`config.mk`:
```
export PLATFORM = sky130hd
export DESIGN_NAME = dtrig_eval
export DESIGN_NICKNAME = d
export VERILOG_FILES = /design/src/rtl/dtrig_pkg.sv /design/src/rtl/dtrig_cfg_bank.sv /design/src/rtl/dtrig_cmp.sv /design/src/rtl/dtrig_pair.sv /design/src/rtl/dtrig_eval.sv
export SDC_FILE = /design/constraint.sdc
export NUM_CORES = 2
export LEC_CHECK = 0
export BUFFER_PORTS_ARGS = -buffer_cell sky130_fd_sc_hd__buf_4
export CORE_MARGIN = 1
export CORE_UTILIZATION = 60
export DETAILED_ROUTE_END_ITERATION = 12
export PLACE_DENSITY = 0.79
export SETUP_SLACK_MARGIN = 0.3
export SYNTH_ARGS = -nofsm -noshare
export SYNTH_HDL_FRONTEND = slang
export SYNTH_HIERARCHICAL = 1
export SYNTH_SLANG_ARGS = --single-unit
```
`constraint.sdc`:
```
create_clock -name clk -period 3.95 [get_ports clk]
set_input_delay 0.1975 -clock clk [delete_from_list [all_inputs] [get_ports clk]]
set_output_delay 0.1975 -clock clk [all_outputs]
set_load 0.05 [all_outputs]
```
`src/rtl/dtrig_pkg.sv`:
```
// Package: shared constants, settings record and fixed pair layout of the
// debug trigger evaluator. Assumes exactly five pairs of triggers.
package dtrig_pkg;

    localparam int unsigned PAIR_NUM   = 5;
    localparam int unsigned TRIG_NUM   = 2 * PAIR_NUM;
    localparam int unsigned TRIG_IDX_W = $clog2(TRIG_NUM + 1);

    // Address source watched by a trigger.
    typedef enum logic [1:0] {
        SRC_FETCH = 2'd0,
        SRC_LOAD  = 2'd1,
        SRC_STORE = 2'd2
    } src_e;

    // Comparison kind applied between watched address and stored value.
    typedef enum logic [1:0] {
        MT_EQ   = 2'd0,
        MT_NONE = 2'd1,
        MT_GE   = 2'd2,
        MT_LT   = 2'd3
    } mtype_e;

    // Per-trigger settings apart from the compare value and chain bit.
    typedef struct packed {
        logic   armed;
        mtype_e mtype;
        logic   sel;
        logic   timing;
    } tctl_t;

    // Fixed source of each trigger: pairs are fetch/fetch, store/store,
    // load/load, fetch/store, fetch/load.
    function automatic src_e trig_src(input int unsigned t);
        case (t)
            0, 1, 6, 8: return SRC_FETCH;
            2, 3, 7:    return SRC_STORE;
            default:    return SRC_LOAD;
        endcase
    endfunction

    // Pairs that may never fire while chained (two store triggers).
    function automatic bit pair_chain_banned(input int unsigned g);
        return (trig_src(2 * g) == SRC_STORE) && (trig_src(2 * g + 1) == SRC_STORE);
    endfunction

endpackage

```
`src/rtl/dtrig_cfg_bank.sv`:
```
// Settings storage for all triggers. Takes one write per cycle and ignores
// indices beyond the last trigger. Compare values are not reset: an unarmed
// trigger never looks at its value.
module dtrig_cfg_bank
    import dtrig_pkg::*;
#(
    parameter int unsigned ADDR_W = 64
) (
    input  logic                  clk,
    input  logic                  rst_n,
    input  logic                  wr_valid,
    input  logic [TRIG_IDX_W-1:0] wr_idx,
    input  logic [1:0]            wr_mtype,
    input  logic                  wr_select,
    input  logic                  wr_timing,
    input  logic                  wr_chain,
    input  logic [ADDR_W-1:0]     wr_value,
    output tctl_t                 ctl_q   [TRIG_NUM],
    output logic [ADDR_W-1:0]     value_q [TRIG_NUM],
    output logic [PAIR_NUM-1:0]   chain_q
);

    for (genvar t = 0; t < TRIG_NUM; t++) begin : g_trig
        logic hit_idx;
        assign hit_idx = wr_valid && (wr_idx == TRIG_IDX_W'(t));

        // Control fields: cleared on reset, replaced on an addressed write.
        always_ff @(posedge clk) begin
            if (!rst_n) begin
                ctl_q[t] <= '{armed: 1'b0, mtype: MT_EQ, sel: 1'b0, timing: 1'b0};
            end else if (hit_idx) begin
                ctl_q[t] <= '{armed: 1'b1, mtype: mtype_e'(wr_mtype),
                              sel: wr_select, timing: wr_timing};
            end
        end

        // Compare value: loaded on an addressed write, no reset needed.
        always_ff @(posedge clk) begin
            if (hit_idx) begin
                value_q[t] <= wr_value;
            end
        end

        if (t % 2 == 0) begin : g_even
            // Chain bit of the pair, kept only from writes to its even member.
            always_ff @(posedge clk) begin
                if (!rst_n) begin
                    chain_q[t/2] <= 1'b0;
                end else if (hit_idx) begin
                    chain_q[t/2] <= wr_chain;
                end
            end
        end
    end

endmodule

```
`src/rtl/dtrig_cmp.sv`:
```
// Single-trigger address comparator. Pure combinational. A hit needs an
// armed trigger, address comparison selected and a valid source.
module dtrig_cmp
    import dtrig_pkg::*;
#(
    parameter int unsigned ADDR_W = 64
) (
    input  logic              armed,
    input  mtype_e            mtype,
    input  logic              sel,
    input  logic [ADDR_W-1:0] value,
    input  logic              src_valid,
    input  logic [ADDR_W-1:0] addr,
    output logic              hit
);

    logic rel;

    // Relation chosen by the match type; the reserved code never matches.
    always_comb begin
        case (mtype)
            MT_EQ:   rel = (addr == value);
            MT_GE:   rel = (addr >= value);
            MT_LT:   rel = (addr <  value);
            default: rel = 1'b0;
        endcase
    end

    // Qualify the relation with arming, select and source validity.
    always_comb hit = armed && !sel && src_valid && rel;

endmodule

```
`src/rtl/dtrig_pair.sv`:
```
// Chaining resolution for one pair of triggers. When chained, both fire
// only on a joint hit with equal timing; a banned pair never fires chained.
module dtrig_pair #(
    parameter bit NO_CHAIN = 1'b0
) (
    input  logic hit_lo,
    input  logic hit_hi,
    input  logic tim_lo,
    input  logic tim_hi,
    input  logic chain,
    output logic fire_lo,
    output logic fire_hi
);

    logic joint;

    if (NO_CHAIN) begin : g_banned
        // Chained store/store pair is never allowed to fire.
        always_comb joint = 1'b0;
    end else begin : g_normal
        // Joint hit requires both members and matching timing.
        always_comb joint = hit_lo && hit_hi && (tim_lo == tim_hi);
    end

    // Pick per-member hits or the joint condition by the chain bit.
    always_comb begin
        fire_lo = chain ? joint : hit_lo;
        fire_hi = chain ? joint : hit_hi;
    end

endmodule

```
`src/rtl/dtrig_eval.sv`:
```
// Top of the debug trigger evaluator. Stores trigger settings, compares the
// fetch, load and store addresses, resolves pair chaining and registers the
// fire vector and timing flags. Assumes the fixed ten-trigger layout.
module dtrig_eval
    import dtrig_pkg::*;
#(
    parameter int unsigned ADDR_W = 64
) (
    input  logic                  clk,
    input  logic                  rst_n,
    input  logic                  cfg_wr_valid,
    input  logic [TRIG_IDX_W-1:0] cfg_wr_idx,
    input  logic [1:0]            cfg_wr_mtype,
    input  logic                  cfg_wr_select,
    input  logic                  cfg_wr_timing,
    input  logic                  cfg_wr_chain,
    input  logic [ADDR_W-1:0]     cfg_wr_value,
    input  logic                  fetch_valid,
    input  logic [ADDR_W-1:0]     fetch_pc,
    input  logic                  load_valid,
    input  logic [ADDR_W-1:0]     load_addr,
    input  logic                  store_valid,
    input  logic [ADDR_W-1:0]     store_addr,
    output logic [TRIG_NUM-1:0]   fire_vec,
    output logic                  fire_now,
    output logic                  fire_next
);

    tctl_t               ctl_q   [TRIG_NUM];
    logic [ADDR_W-1:0]   value_q [TRIG_NUM];
    logic [PAIR_NUM-1:0] chain_q;
    logic [TRIG_NUM-1:0] hit_w;
    logic [TRIG_NUM-1:0] tim_w;
    logic [TRIG_NUM-1:0] fire_w;
    logic                now_w;
    logic                next_w;

    dtrig_cfg_bank #(.ADDR_W(ADDR_W)) u_bank (
        .clk       (clk),
        .rst_n     (rst_n),
        .wr_valid  (cfg_wr_valid),
        .wr_idx    (cfg_wr_idx),
        .wr_mtype  (cfg_wr_mtype),
        .wr_select (cfg_wr_select),
        .wr_timing (cfg_wr_timing),
        .wr_chain  (cfg_wr_chain),
        .wr_value  (cfg_wr_value),
        .ctl_q     (ctl_q),
        .value_q   (value_q),
        .chain_q   (chain_q)
    );

    for (genvar t = 0; t < TRIG_NUM; t++) begin : g_cmp
        localparam src_e SRC = trig_src(t);
        logic              sv;
        logic [ADDR_W-1:0] sa;

        if (SRC == SRC_FETCH) begin : g_f
            assign sv = fetch_valid;
            assign sa = fetch_pc;
        end else if (SRC == SRC_STORE) begin : g_s
            assign sv = store_valid;
            assign sa = store_addr;
        end else begin : g_l
            assign sv = load_valid;
            assign sa = load_addr;
        end

        dtrig_cmp #(.ADDR_W(ADDR_W)) u_cmp (
            .armed     (ctl_q[t].armed),
            .mtype     (ctl_q[t].mtype),
            .sel       (ctl_q[t].sel),
            .value     (value_q[t]),
            .src_valid (sv),
            .addr      (sa),
            .hit       (hit_w[t])
        );

        assign tim_w[t] = ctl_q[t].timing;
    end

    for (genvar g = 0; g < PAIR_NUM; g++) begin : g_pair
        dtrig_pair #(.NO_CHAIN(pair_chain_banned(g))) u_pair (
            .hit_lo  (hit_w[2*g]),
            .hit_hi  (hit_w[2*g+1]),
            .tim_lo  (tim_w[2*g]),
            .tim_hi  (tim_w[2*g+1]),
            .chain   (chain_q[g]),
            .fire_lo (fire_w[2*g]),
            .fire_hi (fire_w[2*g+1])
        );
    end

    // Split fired triggers by requested trap timing.
    always_comb begin
        now_w  = |(fire_w & ~tim_w);
        next_w = |(fire_w &  tim_w);
    end

    // Output register: one cycle from address inputs to reported fires.
    always_ff @(posedge clk) begin
        if (!rst_n) begin
            fire_vec  <= '0;
            fire_now  <= 1'b0;
            fire_next <= 1'b0;
        end else begin
            fire_vec  <= fire_w;
            fire_now  <= now_w;
            fire_next <= next_w;
        end
    end

endmodule

```
Word-level counts from Yosys, hierarchy flattened --
Index checks and enable logic that the tools add are counted.
Operators by class: order comparisons 20, eq/ne operators 43, muxes and demuxes 20, bitwise operators 3, reductions and logical operators 71
Operators by type and width (count):
- 64-bit == test | 10
- 64-bit >= comparator | 10
- 64-bit less-than comparator | 10
- 1-bit logical AND | 48
- 2-bit == test (second input constant) | 20
- 1-bit case mux with 3 select lines | 10
- 10-bit AND | 2
- 2-bit logical NOT | 10
- 10-bit OR reduction | 2
- 4-bit by 3-bit == test with 1-bit output (second input constant) | 4
- 1-bit logical NOT | 10
- 1-bit two-way mux | 10
- 10-bit inverter | 1
- 4-bit by 2-bit == test with 1-bit output (second input constant) | 2
- 4-bit == test (second input constant) | 2
- 1-bit == test | 4
- 4-bit by 1-bit == test with 1-bit output (second input constant) | 1
- 4-bit logical NOT | 1
Word-level totals: register bits 707, word-level logic and storage cells 215

Longest topological paths before layout --
depth in word-level cells 9, mapped depth 15, gate-level depth less buffers 15

Cells and area by module --
Netlist, hierarchy kept.
Modules (own cells, without submodules):
- dtrig_cfg_bank | instances 1, cells each 833, area an instance 21207.8 µm², sequential area each 20319.5 µm²
- dtrig_cmp (g_cmp[0].u_cmp ...) | instances 9, cells each 236, area an instance 1714.1 µm², sequential area each 0.0 µm²
- dtrig_cmp (g_cmp[8].u_cmp) | instances 1, cells each 236, area an instance 1689.1 µm², sequential area each 0.0 µm²
- dtrig_eval | instances 1, cells each 44, area an instance 421.7 µm², sequential area each 240.2 µm²
- dtrig_pair (g_pair[0].u_pair ...) | instances 4, cells each 6, area an instance 32.5 µm², sequential area each 0.0 µm²
- dtrig_pair (g_pair[1].u_pair) | instances 1, cells each 2, area an instance 12.5 µm², sequential area each 0.0 µm²

Least setup slack after synthesis --
OpenSTA, ideal clock, no wires.
kind input-to-reg, start point input cfg_wr_idx[3], end point register u_bank/value_q[384] (netlist name), enable pin, setup time 486 ps, arrival time 3143 ps, required time 3464 ps, path slack 321 ps, stages 2, path through nand2b_1 -> nor3_2
Between the ends: longest elaborated chain between the ends 2
Ends and longest elaborated chain:
- from (decl) | line dtrig_eval.sv:12 | input logic [TRIG_IDX_W-1:0] cfg_wr_idx,
- 4-bit by 2-bit == test with 1-bit output | line dtrig_cfg_bank.sv:25 | assign hit_idx = wr_valid && (wr_idx == TRIG_IDX_W'(t));
- 1-bit logical AND | line dtrig_cfg_bank.sv:25
- named net u_bank.g_trig[3].hit_idx | line dtrig_cfg_bank.sv:24 | logic hit_idx;
- to (signal, indexed assignment) | line dtrig_cfg_bank.sv:40 | value_q[t] <= wr_value;
- to (decl) | line dtrig_cfg_bank.sv:19 | output logic [ADDR_W-1:0] value_q [TRIG_NUM],
The timed path passes the listed nets, and every way through them passes these cells. A chain may end at the register's enable or synchronous reset.

Final worst setup path --
start point register u_bank/value_q[61] (netlist name), end point register fire_now
Between the ends: longest elaborated chain between the ends 8, elaborated cells on any way between the ends 11, classes of those cells order compare: 2; eq/ne: 1; mux: 3; bitwise: 1; reduce/logical: 4
Ends and longest elaborated chain:
- 64-bit less-than comparator (tied with other cells) | line dtrig_cmp.sv:24 | MT_LT: rel = (addr < value);
- 1-bit case mux with 3 select lines (*) | line dtrig_cmp.sv:21 | case (mtype)
- 1-bit logical AND (*) | line dtrig_cmp.sv:30 | always_comb hit = armed && !sel && src_valid && rel;
- named net hit_w[9] | line dtrig_eval.sv:32 | logic [TRIG_NUM-1:0] hit_w;
- 1-bit logical AND (*) (2 in a row) | line dtrig_pair.sv:22 | always_comb joint = hit_lo && hit_hi && (tim_lo == tim_hi);
- 1-bit two-way mux (*) | line dtrig_pair.sv:27 | fire_lo = chain ? joint : hit_lo;
- named net fire_w[8] | line dtrig_eval.sv:34 | logic [TRIG_NUM-1:0] fire_w;
- 10-bit AND (*) | line dtrig_eval.sv:96 | now_w = |(fire_w & ~tim_w);
- 10-bit OR reduction (*) | line dtrig_eval.sv:96
- to (signal assigned) | line dtrig_eval.sv:108 | fire_now <= now_w;
- to (decl) | line dtrig_eval.sv:25 | output logic fire_now,
Mark *: on every way through the listed nets, which the timed path passes. The rest lies on a longest branch.

==> out/results.txt <==
Port Buffer Count: 282
I/O pin cnt: 283
Die Height: 257 um
DRC viols: 0
Synth Cell Area: 38900 um2
layout cell share with drive strength beyond 1: 0.152
worst path arrival time: 4.18 ns
crit end category: register
worst slew pin tran: 1.16 ns
asr flop ratio synth: 0
Final Hold Viols: 0
Core Rows: 92
status: finished, final reports clean
antenna violations before repair: 13
max frequency: 275 MHz
via count: 26500
root buffer cell: clkbuf_16
Hold Path Cell Cnt: 3
max_slew headroom: 0.228
GRT Total Usage: 0.309
Synth Flop Type: edfxtp_1
Critical R2R Capture: fire_now
CTS tree: yes
Post-Synthesis Cells: 3263
Area Overhead vs Synth: 17.2%
max-cap viol count: 0
synthesized area per cell: 11.9 um2
FF-to-FF Start: u_bank/value_q[61]
vias per cell: 5.74
fin cells: 4622
Tot Pwr: 17000 uW
initial core utilization: 0.612
Num Clock Sinks: 707
Final min period: 3.64 ns
area of the die: 65800 um2
R2R cell count: 14
Yosys warning total: 6
Yosys cell types: 55
GPL Wtd Cong: 0.953
Placed Cells incl. Taps: 4417
Seq/Total Area, Yosys: 0.529
number of flops mapped to enable cells by yosys: 640
fillers: 4324
HP Start: cfg_wr_timing
detailed placer's ending HPWL: 76300 um
peak supply drop: 0.367 mV
largest net degree at the start of global routing: 70
Die X: 257 um
Setup CP Type: reg -> reg
nets: 4632
number of buffers created by CTS: 76
Detailed Route WL: 101000 um
Worst-Skew Late Latency: 0.64 ns
Worst Setup SP: u_bank/value_q[61]
critical path required time: 4.49 ns
crit start category: register
Slew Limit Fails: 0
RSZ-0062 raised after global routing: no
DRT iter0 DRCs: 2184
Lkg Pwr: 0.0206 uW
worst min path class: in -> reg
register bit total from synthesis: 707
TritonRoute pass-1 iters: 6
critical path peak fanout: 4
buffer depth of the longest clock path: 3
Final TNS setup: 0 ns
ANT nets after route: 0
wire length per cell: 21.9 um
Max Clock Skew: 0.0397 ns
internal reg-to-reg setup slack: 0.31 ns
global-route wire length before repair: 154000 um
# setup viols final: 0
hold endpoint: u_bank/ctl_q[40]
total grt overflow: 0
core area: 63500 um2
number of H-tree levels: 3
Period Utilization, post-route: 0.921
Mapped Nets: 4174
vias in the first global route: 26500
Clock transition at path regs: 0.07 ns
pwr dens: 373 nW/um2
## metrics by stage
step,cell area [um2],utilization,setup slack (ns),hold slack [ns]
3_5_place_dp,42400,0.667,0.190,0.453
3_3_place_gp,42400,0.667,0.239,0.436
5_1_grt,45600,0.717,0.289,0.117
2_1_floorplan,38900,-,0.321,0.296
4_1_cts,45500,0.715,0.304,0.0659
6_report,45600,0.717,0.313,0.0922
## flip-flops by register name, indices dropped and copies added, names as in the netlist
| signal | cells |
|---|---|
| fire_next | 1 |
| fire_vec | 10 |
| u_bank/chain_q | 5 |
| u_bank/ctl_q | 50 |
| u_bank/value_q | 640 |
| fire_now | 1 |
## how the worst max path moves through the flow
stage                     endpoint  cells after the start
6_report                  fire_now                     14
2_1_floorplan  u_bank/value_q[384]                      2
5_1_grt                   fire_now                     15
3_3_place_gp              fire_now                     14
3_5_place_dp              fire_now                     14
4_1_cts                   fire_now                     14
## critical path, cell delays in order (launching register included)
cell       delay, ns
edfxtp_1        0.33
inv_1           0.04
ha_1            0.31
nand4_2         0.17
nor4_4          0.59
nand3_1         0.37
a31oi_2         0.53
nor4_2          0.07
xor2_1          0.17
o31ai_2         0.28
nand2_1         0.12
o22ai_1         0.16
inv_1           0.08
o2111ai_1       0.21
o41a_1          0.14
## cells in the final DEF, fill, tap and decap left out, types with 65 or more instances in the layout
| cell | count |
|---|---|
| o21ai_0 | 70 |
| nand4_1 | 99 |
| inv_1 | 684 |
| buf_4 | 322 |
| dlygate4sd3_1 | 65 |
| dfxtp_1 | 67 |
| clkbuf_16 | 78 |
| a21oi_1 | 270 |
| nand2_1 | 220 |
| edfxtp_1 | 640 |
| ha_1 | 640 |
## power breakdown
group / internal, uW / total, uW / switching (uW) / leakage [uW]
sequential: 8300 / 8330 / 36.7 / 0.00632
clock: 4050 / 6960 / 2910 / 0.00116
combinational: 696 / 1690 / 994 / 0.0131
## logic make-up after synthesis
family,after synthesis,synth area share
DFF,707,0.529
buffers and inverters,703,0.0680
adders and majority gates,640,0.206
and+or+nand+nor,615,0.0974
AOI/OAI and AO/OA,539,0.0852
muxes,45,0.0116
xor gates and xnor gates,14,0.00315
## what timing repair did
item                                    4_1_cts  5_1_grt
endpoints found under the setup margin        2        3
gates resized for setup                       6        8
hold buffers                                 65        0
endpoints found under the hold margin       643        0
cloned                                        0        0
buffers inserted                              0        7
pin swaps                                     1       10
## routing by layer
| layer | up-vias | global-route usage | part of all wire | routed length, um |
|---|---|---|---|---|
| li1 | 12700 | - | - | - |
| met1 | 12700 | 0.416 | 0.42 | 42700 |
| met2 | 986 | 0.501 | 0.46 | 46800 |
| met3 | 174 | 0.0555 | 0.080 | 8090 |
| met4 | 20 | 0.110 | 0.034 | 3420 |
| met5 | - | 0 | 0.0012 | 123 |
## cells in the mapped netlist, drive strengths merged (14+ instances only)
master / n / area [um2]
a21o: 29 / 218
a21oi: 270 / 1350
a221oi: 22 / 193
a22oi: 19 / 143
a31oi: 19 / 119
and4: 18 / 180
dfxtp: 67 / 1340
edfxtp: 640 / 19200
ha: 640 / 8010
inv: 691 / 2590
mux2i: 45 / 450
nand2: 221 / 832
nand3: 62 / 315
nand3b: 20 / 150
nand4: 129 / 995
nor2: 52 / 200
nor2b: 20 / 125
nor4: 39 / 601
o211ai: 20 / 200
o21a: 20 / 150
o21ai: 90 / 450
xor2: 14 / 123
## layout make-up
class,instances,area (um2),share of cell area
inverter,691,2600,0.0570
timing repair buffer,392,3170,0.0695
tap,846,1060,0.0232
sequential,707,20600,0.451
clock buffer,95,2050,0.0449
multi-input combinational,1853,15800,0.347
antenna,5,12.5,0.000274
clock inverter,33,342,0.00749
Note: power is estimated with default switching activity, not from simulation.
